<file path="src/rtl/scd_pkg.sv">
package scd_pkg;
  localparam int NCTRL = 7;
  localparam int CP_WAKE  = 0;
  localparam int CP_STBY  = 1;
  localparam int CP_RST   = 2;
  localparam int CP_START = 3;
  localparam int CP_STOP  = 4;
  localparam int CP_OCAL  = 5;
  localparam int CP_RDATA = 6;

  localparam logic [7:0] OP_WAKE  = 8'h02;
  localparam logic [7:0] OP_STBY  = 8'h04;
  localparam logic [7:0] OP_RST   = 8'h06;
  localparam logic [7:0] OP_START = 8'h08;
  localparam logic [7:0] OP_STOP  = 8'h0A;
  localparam logic [7:0] OP_OCAL  = 8'h1A;
  localparam logic [7:0] OP_RDATA = 8'h12;
  localparam logic [7:0] OP_CONT_ON  = 8'h10;
  localparam logic [7:0] OP_CONT_OFF = 8'h11;
  localparam logic [2:0] GRP_RREG = 3'b001;
  localparam logic [2:0] GRP_WREG = 3'b010;

  localparam int CNT_W = 5;

  typedef enum logic [1:0] {ST_CMD, ST_ARG, ST_RD, ST_WR} scd_state_t;

  // Map the upper seven bits of a byte to a one-hot control vector.
  function automatic logic [NCTRL-1:0] sys_decode(input logic [6:0] hi7);
    logic [NCTRL-1:0] v;
    v = '0;
    if (hi7 == OP_WAKE[7:1])  v[CP_WAKE]  = 1'b1;
    if (hi7 == OP_STBY[7:1])  v[CP_STBY]  = 1'b1;
    if (hi7 == OP_RST[7:1])   v[CP_RST]   = 1'b1;
    if (hi7 == OP_START[7:1]) v[CP_START] = 1'b1;
    if (hi7 == OP_STOP[7:1])  v[CP_STOP]  = 1'b1;
    if (hi7 == OP_OCAL[7:1])  v[CP_OCAL]  = 1'b1;
    if (hi7 == OP_RDATA[7:1]) v[CP_RDATA] = 1'b1;
    return v;
  endfunction
endpackage

</file>
<file path="src/rtl/scd_sync.sv">
module scd_sync #(
  parameter int WIDTH  = 3,
  parameter int STAGES = 2,
  parameter logic [WIDTH-1:0] RST_VAL = '0
) (
  input  logic             clk,
  input  logic             rst,
  input  logic [WIDTH-1:0] din,
  output logic [WIDTH-1:0] dout
);
  logic [WIDTH-1:0] stage_q [STAGES];

  generate
    for (genvar s = 0; s < STAGES; s++) begin : g_stage
      always_ff @(posedge clk) begin
        if (rst) stage_q[s] <= RST_VAL;
        else if (s == 0) stage_q[s] <= din;
        else stage_q[s] <= stage_q[(s == 0) ? 0 : s-1];
      end
    end
  endgenerate

  assign dout = stage_q[STAGES-1];
endmodule

</file>
<file path="src/rtl/scd_shift.sv">
module scd_shift #(
  parameter int BW = 8
) (
  input  logic          clk,
  input  logic          rst,
  input  logic          sclk_s,
  input  logic          cs_n_s,
  input  logic          mosi_s,
  output logic          fall,
  output logic          edge7,
  output logic          edge8,
  output logic [BW-2:0] hi7,
  output logic [BW-1:0] rx_byte
);
  localparam int CW = $clog2(BW);

  logic          sclk_d;
  logic [BW-1:0] sh_q;
  logic [CW-1:0] cnt_q;

  assign fall    = sclk_d & ~sclk_s & ~cs_n_s;
  assign edge7   = fall && (cnt_q == CW'(BW-2));
  assign edge8   = fall && (cnt_q == CW'(BW-1));
  assign hi7     = {sh_q[BW-3:0], mosi_s};
  assign rx_byte = {sh_q[BW-2:0], mosi_s};

  always_ff @(posedge clk) begin
    if (rst) begin
      sclk_d <= 1'b0;
      sh_q   <= '0;
      cnt_q  <= '0;
    end else begin
      sclk_d <= sclk_s;
      if (cs_n_s) begin
        cnt_q <= '0;
      end else if (fall) begin
        sh_q  <= rx_byte;
        cnt_q <= cnt_q + CW'(1);
      end
    end
  end

  a_r7_bitcnt_clear: assert property (@(posedge clk) disable iff (rst)
    cs_n_s |=> (cnt_q == '0));
endmodule

</file>
<file path="src/rtl/scd_regfile.sv">
module scd_regfile #(
  parameter int AW = 5,
  parameter int DW = 8
) (
  input  logic          clk,
  input  logic          we,
  input  logic [AW-1:0] addr,
  input  logic [DW-1:0] wdata,
  output logic [DW-1:0] q
);
  localparam int DEPTH = 1 << AW;

  logic [DW-1:0] mem [DEPTH];

  always_ff @(posedge clk) begin
    if (we) mem[addr] <= wdata;
    q <= mem[addr];
  end
endmodule

</file>
<file path="src/rtl/scd_fsm.sv">
module scd_fsm
  import scd_pkg::*;
#(
  parameter int AW = 5,
  parameter int DW = 8
) (
  input  logic             clk,
  input  logic             rst,
  input  logic             cs_n_s,
  input  logic             fall,
  input  logic             edge7,
  input  logic             edge8,
  input  logic [DW-2:0]    hi7,
  input  logic [DW-1:0]    rx_byte,
  input  logic [DW-1:0]    rf_q,
  output logic             rf_we,
  output logic [AW-1:0]    rf_addr,
  output logic             miso,
  output logic             miso_oe,
  output logic             cont_mode,
  output logic [NCTRL-1:0] ctrl
);
  scd_state_t       st;
  logic             is_rd;
  logic [AW-1:0]    ptr;
  logic [CNT_W-1:0] rem;
  logic [DW-1:0]    tx;
  logic [NCTRL-1:0] ctrl_d;

  assign ctrl_d  = sys_decode(hi7);
  assign rf_we   = edge8 && (st == ST_WR);
  assign rf_addr = ptr;
  assign miso    = miso_oe & tx[DW-1];

  always_ff @(posedge clk) begin
    if (rst) begin
      st        <= ST_CMD;
      is_rd     <= 1'b0;
      ptr       <= '0;
      rem       <= '0;
      tx        <= '0;
      miso_oe   <= 1'b0;
      cont_mode <= 1'b1;
      ctrl      <= '0;
    end else begin
      ctrl <= '0;
      if (cs_n_s) begin
        st      <= ST_CMD;
        miso_oe <= 1'b0;
      end else if (edge7 && st == ST_CMD) begin
        ctrl <= ctrl_d;
        if (ctrl_d[CP_RST]) cont_mode <= 1'b1;
      end else if (edge8) begin
        unique case (st)
          ST_CMD: begin
            if (rx_byte == OP_CONT_ON) begin
              cont_mode <= 1'b1;
            end else if (rx_byte == OP_CONT_OFF) begin
              cont_mode <= 1'b0;
            end else if (!cont_mode && (rx_byte[7:5] == GRP_RREG ||
                                        rx_byte[7:5] == GRP_WREG)) begin
              is_rd <= (rx_byte[7:5] == GRP_RREG);
              ptr   <= rx_byte[AW-1:0];
              st    <= ST_ARG;
            end
          end
          ST_ARG: begin
            rem <= rx_byte[CNT_W-1:0];
            if (is_rd) begin
              tx      <= rf_q;
              ptr     <= ptr + AW'(1);
              miso_oe <= 1'b1;
              st      <= ST_RD;
            end else begin
              st <= ST_WR;
            end
          end
          ST_RD: begin
            if (rem == '0) begin
              st      <= ST_CMD;
              miso_oe <= 1'b0;
            end else begin
              rem <= rem - CNT_W'(1);
              tx  <= rf_q;
              ptr <= ptr + AW'(1);
            end
          end
          ST_WR: begin
            ptr <= ptr + AW'(1);
            if (rem == '0) st <= ST_CMD;
            else rem <= rem - CNT_W'(1);
          end
          default: st <= ST_CMD;
        endcase
      end else if (fall && st == ST_RD) begin
        tx <= {tx[DW-2:0], 1'b0};
      end
    end
  end

  a_r1_onehot_ctrl: assert property (@(posedge clk) disable iff (rst)
    $onehot0(ctrl));
  a_r1_one_cycle: assert property (@(posedge clk) disable iff (rst)
    (|ctrl) |=> !(|ctrl));
  a_r7_cs_abort: assert property (@(posedge clk) disable iff (rst)
    cs_n_s |=> (st == ST_CMD) && !miso_oe);
  a_r5_oe_in_read: assert property (@(posedge clk) disable iff (rst)
    miso_oe |-> (st == ST_RD));
  a_r9_cont_blocks_reg: assert property (@(posedge clk) disable iff (rst)
    (st == ST_CMD && cont_mode) |=> (st != ST_ARG));
endmodule

</file>
<file path="src/rtl/spi_cmd_front.sv">
module spi_cmd_front
  import scd_pkg::*;
#(
  parameter int AW      = 5,
  parameter int DW      = 8,
  parameter int SYNC_FF = 2
) (
  input  logic clk,
  input  logic rst,
  input  logic sclk,
  input  logic cs_n,
  input  logic mosi,
  output logic miso,
  output logic miso_oe,
  output logic cont_mode,
  output logic wake_p,
  output logic stby_p,
  output logic reset_p,
  output logic start_p,
  output logic stop_p,
  output logic ocal_p,
  output logic rdata_p
);
  logic [2:0]       pins_s;
  logic             sclk_s, cs_n_s, mosi_s;
  logic             fall, edge7, edge8;
  logic [DW-2:0]    hi7;
  logic [DW-1:0]    rx_byte, rf_q;
  logic             rf_we;
  logic [AW-1:0]    rf_addr;
  logic [NCTRL-1:0] ctrl;

  scd_sync #(.WIDTH(3), .STAGES(SYNC_FF), .RST_VAL(3'b010)) u_sync (
    .clk(clk), .rst(rst), .din({mosi, cs_n, sclk}), .dout(pins_s));
  assign {mosi_s, cs_n_s, sclk_s} = pins_s;

  scd_shift #(.BW(DW)) u_shift (
    .clk(clk), .rst(rst), .sclk_s(sclk_s), .cs_n_s(cs_n_s), .mosi_s(mosi_s),
    .fall(fall), .edge7(edge7), .edge8(edge8), .hi7(hi7), .rx_byte(rx_byte));

  scd_fsm #(.AW(AW), .DW(DW)) u_fsm (
    .clk(clk), .rst(rst), .cs_n_s(cs_n_s), .fall(fall), .edge7(edge7),
    .edge8(edge8), .hi7(hi7), .rx_byte(rx_byte), .rf_q(rf_q),
    .rf_we(rf_we), .rf_addr(rf_addr), .miso(miso), .miso_oe(miso_oe),
    .cont_mode(cont_mode), .ctrl(ctrl));

  scd_regfile #(.AW(AW), .DW(DW)) u_rf (
    .clk(clk), .we(rf_we), .addr(rf_addr), .wdata(rx_byte), .q(rf_q));

  assign wake_p  = ctrl[CP_WAKE];
  assign stby_p  = ctrl[CP_STBY];
  assign reset_p = ctrl[CP_RST];
  assign start_p = ctrl[CP_START];
  assign stop_p  = ctrl[CP_STOP];
  assign ocal_p  = ctrl[CP_OCAL];
  assign rdata_p = ctrl[CP_RDATA];
endmodule

</file>
<file path="config.mk">
export PLATFORM = sky130hd
export DESIGN_NAME = spi_cmd_front
export DESIGN_NICKNAME = d
export VERILOG_FILES = /design/src/rtl/scd_pkg.sv /design/src/rtl/scd_sync.sv /design/src/rtl/scd_shift.sv /design/src/rtl/scd_regfile.sv /design/src/rtl/scd_fsm.sv /design/src/rtl/spi_cmd_front.sv
export SDC_FILE = /design/constraint.sdc
export NUM_CORES = 1
export LEC_CHECK = 0
export BUFFER_PORTS_ARGS = -buffer_cell sky130_fd_sc_hd__buf_2
export CAP_MARGIN = 40
export CORE_MARGIN = 4
export CORE_UTILIZATION = 53
export CTS_CLUSTER_DIAMETER = 30
export DETAILED_ROUTE_END_ITERATION = 10
export GPL_ROUTABILITY_DRIVEN = 0
export GPL_TIMING_DRIVEN = 0
export PLACE_DENSITY = 0.69
export SKIP_CTS_REPAIR_TIMING = 1
export SYNTH_ARGS = -nofsm -noshare
export SYNTH_HDL_FRONTEND = slang
export SYNTH_SLANG_ARGS = --single-unit
</file>
<file path="constraint.sdc">
create_clock -name clk -period 2.9 [get_ports clk]
set_input_delay 0.145 -clock clk [delete_from_list [all_inputs] [get_ports clk]]
set_output_delay 0.145 -clock clk [all_outputs]
set_load 0.005 [all_outputs]
</file>
Word level (Yosys, flattened, before mapping)
Memories as Yosys holds them, arrays and structs flattened. A register that Yosys moved wholly into a read port is not among the register bits.
Cells that the tools add are included.
Word-level totals
  flip-flop bits (word level): 41
  RAM bits: 262
  bits of input ports: 5
  output and inout port bits: 10
  logic and storage cells: 123
  memories: 2
Operators by class
  add/subtract/negate cells: 3
  equality and inequality tests: 28
  mux-type cells: 42
  bitwise gates (word level): 10
  reductions and logical operators: 27
Memory list
  u_rf.mem: depth 32, bits a word 8, read ports 1, clocked after Yosys merged registers in 1, wr ports 1, RTL line scd_regfile.sv:13  | logic [DW-1:0] mem [DEPTH];
  u_sync.stage_q: depth 2, bits a word 3, read ports 2, clocked after Yosys merged registers in 0, wr ports 2, RTL line scd_sync.sv:11  | logic [WIDTH-1:0] stage_q [STAGES];
Operators by type and width (count)
  8-bit two-way mux: 4
  5-bit two-way mux: 6
  1-bit two-way mux: 21
  5-bit case mux with 4 select lines: 1
  8-bit by 5-bit == test with 1-bit output, second input constant: 2
  8-bit case mux with 2 select lines: 1
  5-bit AND reduction: 3
  7-bit by 2-bit == test with 1-bit output, second input constant: 2
  7-bit by 3-bit == test with 1-bit output, second input constant: 2
  7-bit by 4-bit == test with 1-bit output, second input constant: 2
  6-bit AND reduction: 2
  2-bit inequality test, second input constant: 5
  5-bit case mux with 2 select lines: 1
  2-bit nonzero test: 5
  3-bit inequality test, second input constant: 3
  2-bit two-way mux: 4
  2-bit by 1-bit inequality test with 1-bit output, second input constant: 4
  8-bit AND reduction: 1
  7-bit by 1-bit == test with 1-bit output, second input constant: 1
  7-bit AND reduction: 1
  3-bit == test, second input constant: 2
  1-bit logical AND: 6
  3-bit two-way mux: 2
  2-bit case mux with 3 select lines: 1
  19 further kinds: 28

Logic depth before layout (Yosys ltp)
An unclocked memory read counts as a cell.
  depth in word-level cells: 8
  depth in mapped cells: 9
  depth with buffers taken out: 7

Cells and area by module
Synthesis repeated with hierarchy kept, for this count alone.
Unflattened totals
  cell total of the unflattened synthesis: 849
  area, all modules: 12667.1 um^2
Modules (own cells, without submodules)
  scd_regfile: instances 1, cells an instance 576, area each 10201.0 um^2, seq. area each 7847.5 um^2
  scd_fsm: instances 1, cells an instance 203, area each 1759.2 um^2, seq. area each 600.6 um^2
  scd_shift: instances 1, cells an instance 58, area each 549.3 um^2, seq. area each 220.2 um^2
  scd_sync: instances 1, cells an instance 12, area each 157.7 um^2, seq. area each 120.1 um^2

Worst setup path after synthesis
No wires, ideal clock.
  kind: flip-flop to flip-flop
  from: register u_shift.cnt_q[0]
  to: memory u_rf.mem[23][0] (enable)
  setup time: 0.370 ns
  arrival: 1.747 ns
  data required time: 2.530 ns
  setup slack: 0.783 ns
  stages on the path, launching flop included: 7
  buffers on the path: 1
  clock period less this slack: 2.117 ns
  path through: dfxtp_1 ha_1 ha_1 clkbuf_1 and3_1 nand2_1 nor2_1
On the way
  word-level cells in the longest chain between the ends: 5
RTL lines
  start: declaration: RTL line scd_shift.sv:19  | logic [CW-1:0] cnt_q;
  start signal: assignment: RTL line scd_shift.sv:38  | cnt_q <= cnt_q + CW'(1);
  3-bit == test: RTL line scd_shift.sv:23  | assign edge8 = fall && (cnt_q == CW'(BW-1));
  1-bit logical AND: RTL line scd_shift.sv:23
  1-bit logical AND: RTL line scd_fsm.sv:31  | assign rf_we = edge8 && (st == ST_WR);
  1-bit two-way mux: RTL line scd_regfile.sv:16  | if (we) mem[addr] <= wdata;
  1-bit two-way mux (implied by the code): RTL line scd_regfile.sv:16
  end: declaration: RTL line scd_regfile.sv:13
Every way passes these cells.

Worst setup path in the final report
  from: register u_shift.cnt_q[0]
  to: memory u_rf.mem[9][4] (enable)
Same word-level chain as after synthesis.

==> impl_metrics.env <==
export IMPL_fin_crit_sh=1.04
export IMPL_r2r_start="u_shift.cnt_q[0]"
export IMPL_dr_first_iter_drc_count=766
export IMPL_die_w_um=160
export IMPL_drtAntennaViolNets=0
export IMPL_setup_tns_ns=-2.68
export IMPL_clk_latency_ns=0.55
export IMPL_dp_hpwl_um=17400
export IMPL_synth_cell_area_um2=12200
export IMPL_critical_path_required_ns=3.06
export IMPL_timing_worst_setup_path_type="register to register"
export IMPL_synth_seq_cells=311
export IMPL_core_rowCount=55
export IMPL_power_density_cell_area_nw_per_um2=791
export IMPL_synth_warnings=0
export IMPL_violations="hold timing, setup timing"
export IMPL_cts_reportedPaths_clkPinSlew_ns=0.05
export IMPL_antenna_found_initial=0
export IMPL_detailedRoute_firstPassIterationCount=6
export IMPL_relSlewSlack=0.349
export IMPL_clkSinkCount=311
export IMPL_startpoint_class="register"
export IMPL_post_route_minimum_period_ns=3.01
export IMPL_whs_path_depth=2
export IMPL_die_area_um2=25500
export IMPL_r2r_end="u_rf.mem[9][4]"
export IMPL_leakage_power_summed_over_all_cells_nw=4.90
export IMPL_cts_tree="built"
export IMPL_ir_worst_vdd_mv=0.553
export IMPL_worstHoldEndpoint="u_shift.sclk_d"
export IMPL_drive_above_1_share=0.263
export IMPL_avgSynthCellArea_um2=17.1
export IMPL_initial_cell_density_of_the_core=0.539
export IMPL_final_fill_count=1449
export IMPL_r2r_worst_path_cells=6
export IMPL_synth_seq_area_share=0.720
export IMPL_achievable_frequency_mhz=333
export IMPL_post_layout_total_power_w=0.0118
export IMPL_timing_critical_path_to_type="register"
export IMPL_antenna_cells_inserted=0
export IMPL_finalMaxSlewViolations=0
export IMPL_whs_ns=-0.00684
export IMPL_cts_made_buffers=58
export IMPL_critPathArrivalTime_ns=3.17
export IMPL_crit_fanout=10
export IMPL_vertical_die_dimension_um=160
export IMPL_min_delay_start="rst"
export IMPL_cts_root_buffer_cell="sky130_fd_sc_hd__clkbuf_16"
export IMPL_async_flop_share=0
export IMPL_cap_violations=0
export IMPL_timing_clock_skew_ns=0.0153
export IMPL_vias_per_cell=6.15
export IMPL_worst_slack_ns=-0.105
export IMPL_grt_pass1_vias=7194
export IMPL_max_slew_worst_pin_slew_ns=0.969
export IMPL_most_used_flip_flop_cell_after_synthesis="sky130_fd_sc_hd__edfxtp_1"
export IMPL_areaGrowthSynthToFinish_pct=22.2
export IMPL_gr_usage_all_layers=0.214
export IMPL_postSynthNetCount=731
export IMPL_hold_violations=2
export IMPL_postSynthCellCount=712
export IMPL_ioPinCount=15
export IMPL_port_buffers=13
export IMPL_drt_wirelength_per_cell_um=24.0
export IMPL_cts_htree_levels=2
export IMPL_grt_first_pass_wirelength_um=42400
export IMPL_worstHoldPathType="input pin to register"
export IMPL_status="finished, violations left"
export IMPL_detail_route_drc_violations=0
export IMPL_synth_edff_count=256
export IMPL_globalRoute_totalOverflow=0
export IMPL_synth_distinct_cells=50
export IMPL_clock_path_buffers=3
export IMPL_core_area_um2=22600
export IMPL_grt_max_degree=29
export IMPL_num_nets_final=815
export IMPL_routed_wirelength_um=27100
export IMPL_grt_setup_unrepaired="yes"
export IMPL_vias=6947
export IMPL_r2r_setup_slack_ns=-0.11
export IMPL_setup_viol=80
==> cell families (layout without fill, tap and decap cells) <==
family | Yosys count | after routing | share of synthesized area
flops | 311 | 311 | 0.720
fa+ha+maj | 14 | 14 | 0.0144
simple gates | 177 | 177 | 0.0717
buf+inv | 51 | 183 | 0.0171
xor+xnor | 2 | 2 | 0.00144
mux | 75 | 75 | 0.127
compound gates | 82 | 82 | 0.0482
==> flip-flops by register name (all words and copies together), names as in the netlist <==
register,cells
u_sync.stage_q,6
u_fsm.miso_oe,1
u_shift.sclk_d,1
u_fsm.rf_addr,5
u_rf.q,8
u_shift.sh_q,7
u_fsm.rem,5
u_fsm.cont_mode,1
u_fsm.st,2
u_fsm.is_rd,1
u_fsm.ctrl,7
u_shift.cnt_q,3
u_fsm.tx,8
u_rf.mem,256
==> worst max-delay path, stage by stage, from the launching register on <==
cell and delay (ns):
sky130_fd_sc_hd__dfxtp_1 0.38, sky130_fd_sc_hd__ha_1 0.17, sky130_fd_sc_hd__ha_1 0.21, sky130_fd_sc_hd__clkbuf_1 0.35, sky130_fd_sc_hd__and3_1 0.33, sky130_fd_sc_hd__nand2_1 0.36
sky130_fd_sc_hd__nor2_1 0.81
==> worst max path at each step <==
stage | start | to | slack (ns) | depth (start not counted)
5_1_grt | u_shift.cnt_q[0] | u_rf.mem[9][4] | -0.25 | 6
4_1_cts | u_shift.cnt_q[0] | u_rf.mem[9][1] | -0.05 | 6
6_report | u_shift.cnt_q[0] | u_rf.mem[9][4] | -0.11 | 6
3_3_place_gp | u_fsm.rf_addr[1] | u_rf.q[7] | 0.09 | 6
2_1_floorplan | u_shift.cnt_q[0] | u_rf.mem[23][0] | 0.78 | 6
3_5_place_dp | u_shift.cnt_q[0] | u_rf.mem[29][6] | -0.02 | 6
==> layer usage <==
layer	routed length, um	global-route usage	up-vias
li1	-	-	3013
met1	11300	0.299	3550
met2	13100	0.344	316
met3	1970	0.0434	68
met4	734	0.0671	0
met5	0	0	-
==> layout make-up <==
cell class	count	area, um2	area share
buffer	41	173	0.0116
clock buffer	68	1610	0.108
clock inverter	40	475	0.0319
inverter	10	37.5	0.00252
multi-input combinational	350	3250	0.218
sequential	311	8790	0.589
tap	285	357	0.0239
timing repair buffer	24	228	0.0153
==> layout by cell type, fill, tap and decap left out, types with 7 or more instances in the layout <==
cell type                   count
sky130_fd_sc_hd__ha_1          14
sky130_fd_sc_hd__nand4_1       11
sky130_fd_sc_hd__nand2_1       25
sky130_fd_sc_hd__dfxtp_1       55
sky130_fd_sc_hd__nor2_1        56
sky130_fd_sc_hd__a21oi_1       10
sky130_fd_sc_hd__bufinv_16      9
sky130_fd_sc_hd__nand2b_1       7
sky130_fd_sc_hd__clkinv_2       9
sky130_fd_sc_hd__buf_8          7
sky130_fd_sc_hd__a311oi_1       7
sky130_fd_sc_hd__nand3_1       15
sky130_fd_sc_hd__buf_2         21
sky130_fd_sc_hd__mux2i_1       10
sky130_fd_sc_hd__a22oi_1       34
sky130_fd_sc_hd__edfxtp_1     256
sky130_fd_sc_hd__clkbuf_1      30
sky130_fd_sc_hd__inv_1         10
sky130_fd_sc_hd__mux4_2        64
sky130_fd_sc_hd__clkbuf_16     63
sky130_fd_sc_hd__nor2b_1        9
sky130_fd_sc_hd__o21ai_0       12
sky130_fd_sc_hd__nor2_2        17
sky130_fd_sc_hd__nor3_1        10
==> power by group <==
group	internal, W	switching [W]	total, W
logic	0.0000109	0.0000184	0.0000293
clock network	0.00476	0.00223	0.00698
registers	0.00478	0.00000515	0.00479
==> cell usage after synthesis, drive strengths merged, types with 2 or more instances <==
cell type  number  share of area
or3             3         0.0019
o31a            2         0.0014
a22o            2         0.0014
nand2b          7         0.0036
a21oi          10         0.0041
and2            3         0.0015
nand2          25         0.0077
a211oi          4         0.0029
clkbuf         26         0.0080
a22oi          34          0.021
nor2b           9         0.0046
nor3b           2         0.0012
ha             14          0.014
nand4          11         0.0056
nor3           10         0.0041
nand3          15         0.0061
or4             2         0.0012
or2             5         0.0026
xnor2           2         0.0014
dfxtp          55          0.090
a311oi          7         0.0050
o31ai           2         0.0012
a31oi           3         0.0015
nor2           73          0.022
buf            15         0.0060
and3            4         0.0020
o21ai          12         0.0049
inv            10         0.0031
a2111oi         2         0.0019
edfxtp        256           0.63
mux2i          10         0.0082
mux4           64           0.12
==> through the flow <==
stage                     cells  area [um2]   util  hold slack (ns)  worst slack [ns]
after floorplan             712       12200      -            0.249             0.783
after global placement     1010       12600  0.558            0.334            0.0950
after detailed placement   1018       12800  0.564            0.336           -0.0171
after CTS                  1126       14800  0.656           -0.228           -0.0487
after global routing       1129       14900  0.659           0.0385            -0.246
final                      1129       14900  0.659         -0.00684            -0.105
Note: power is estimated with default switching activity, not from simulation.
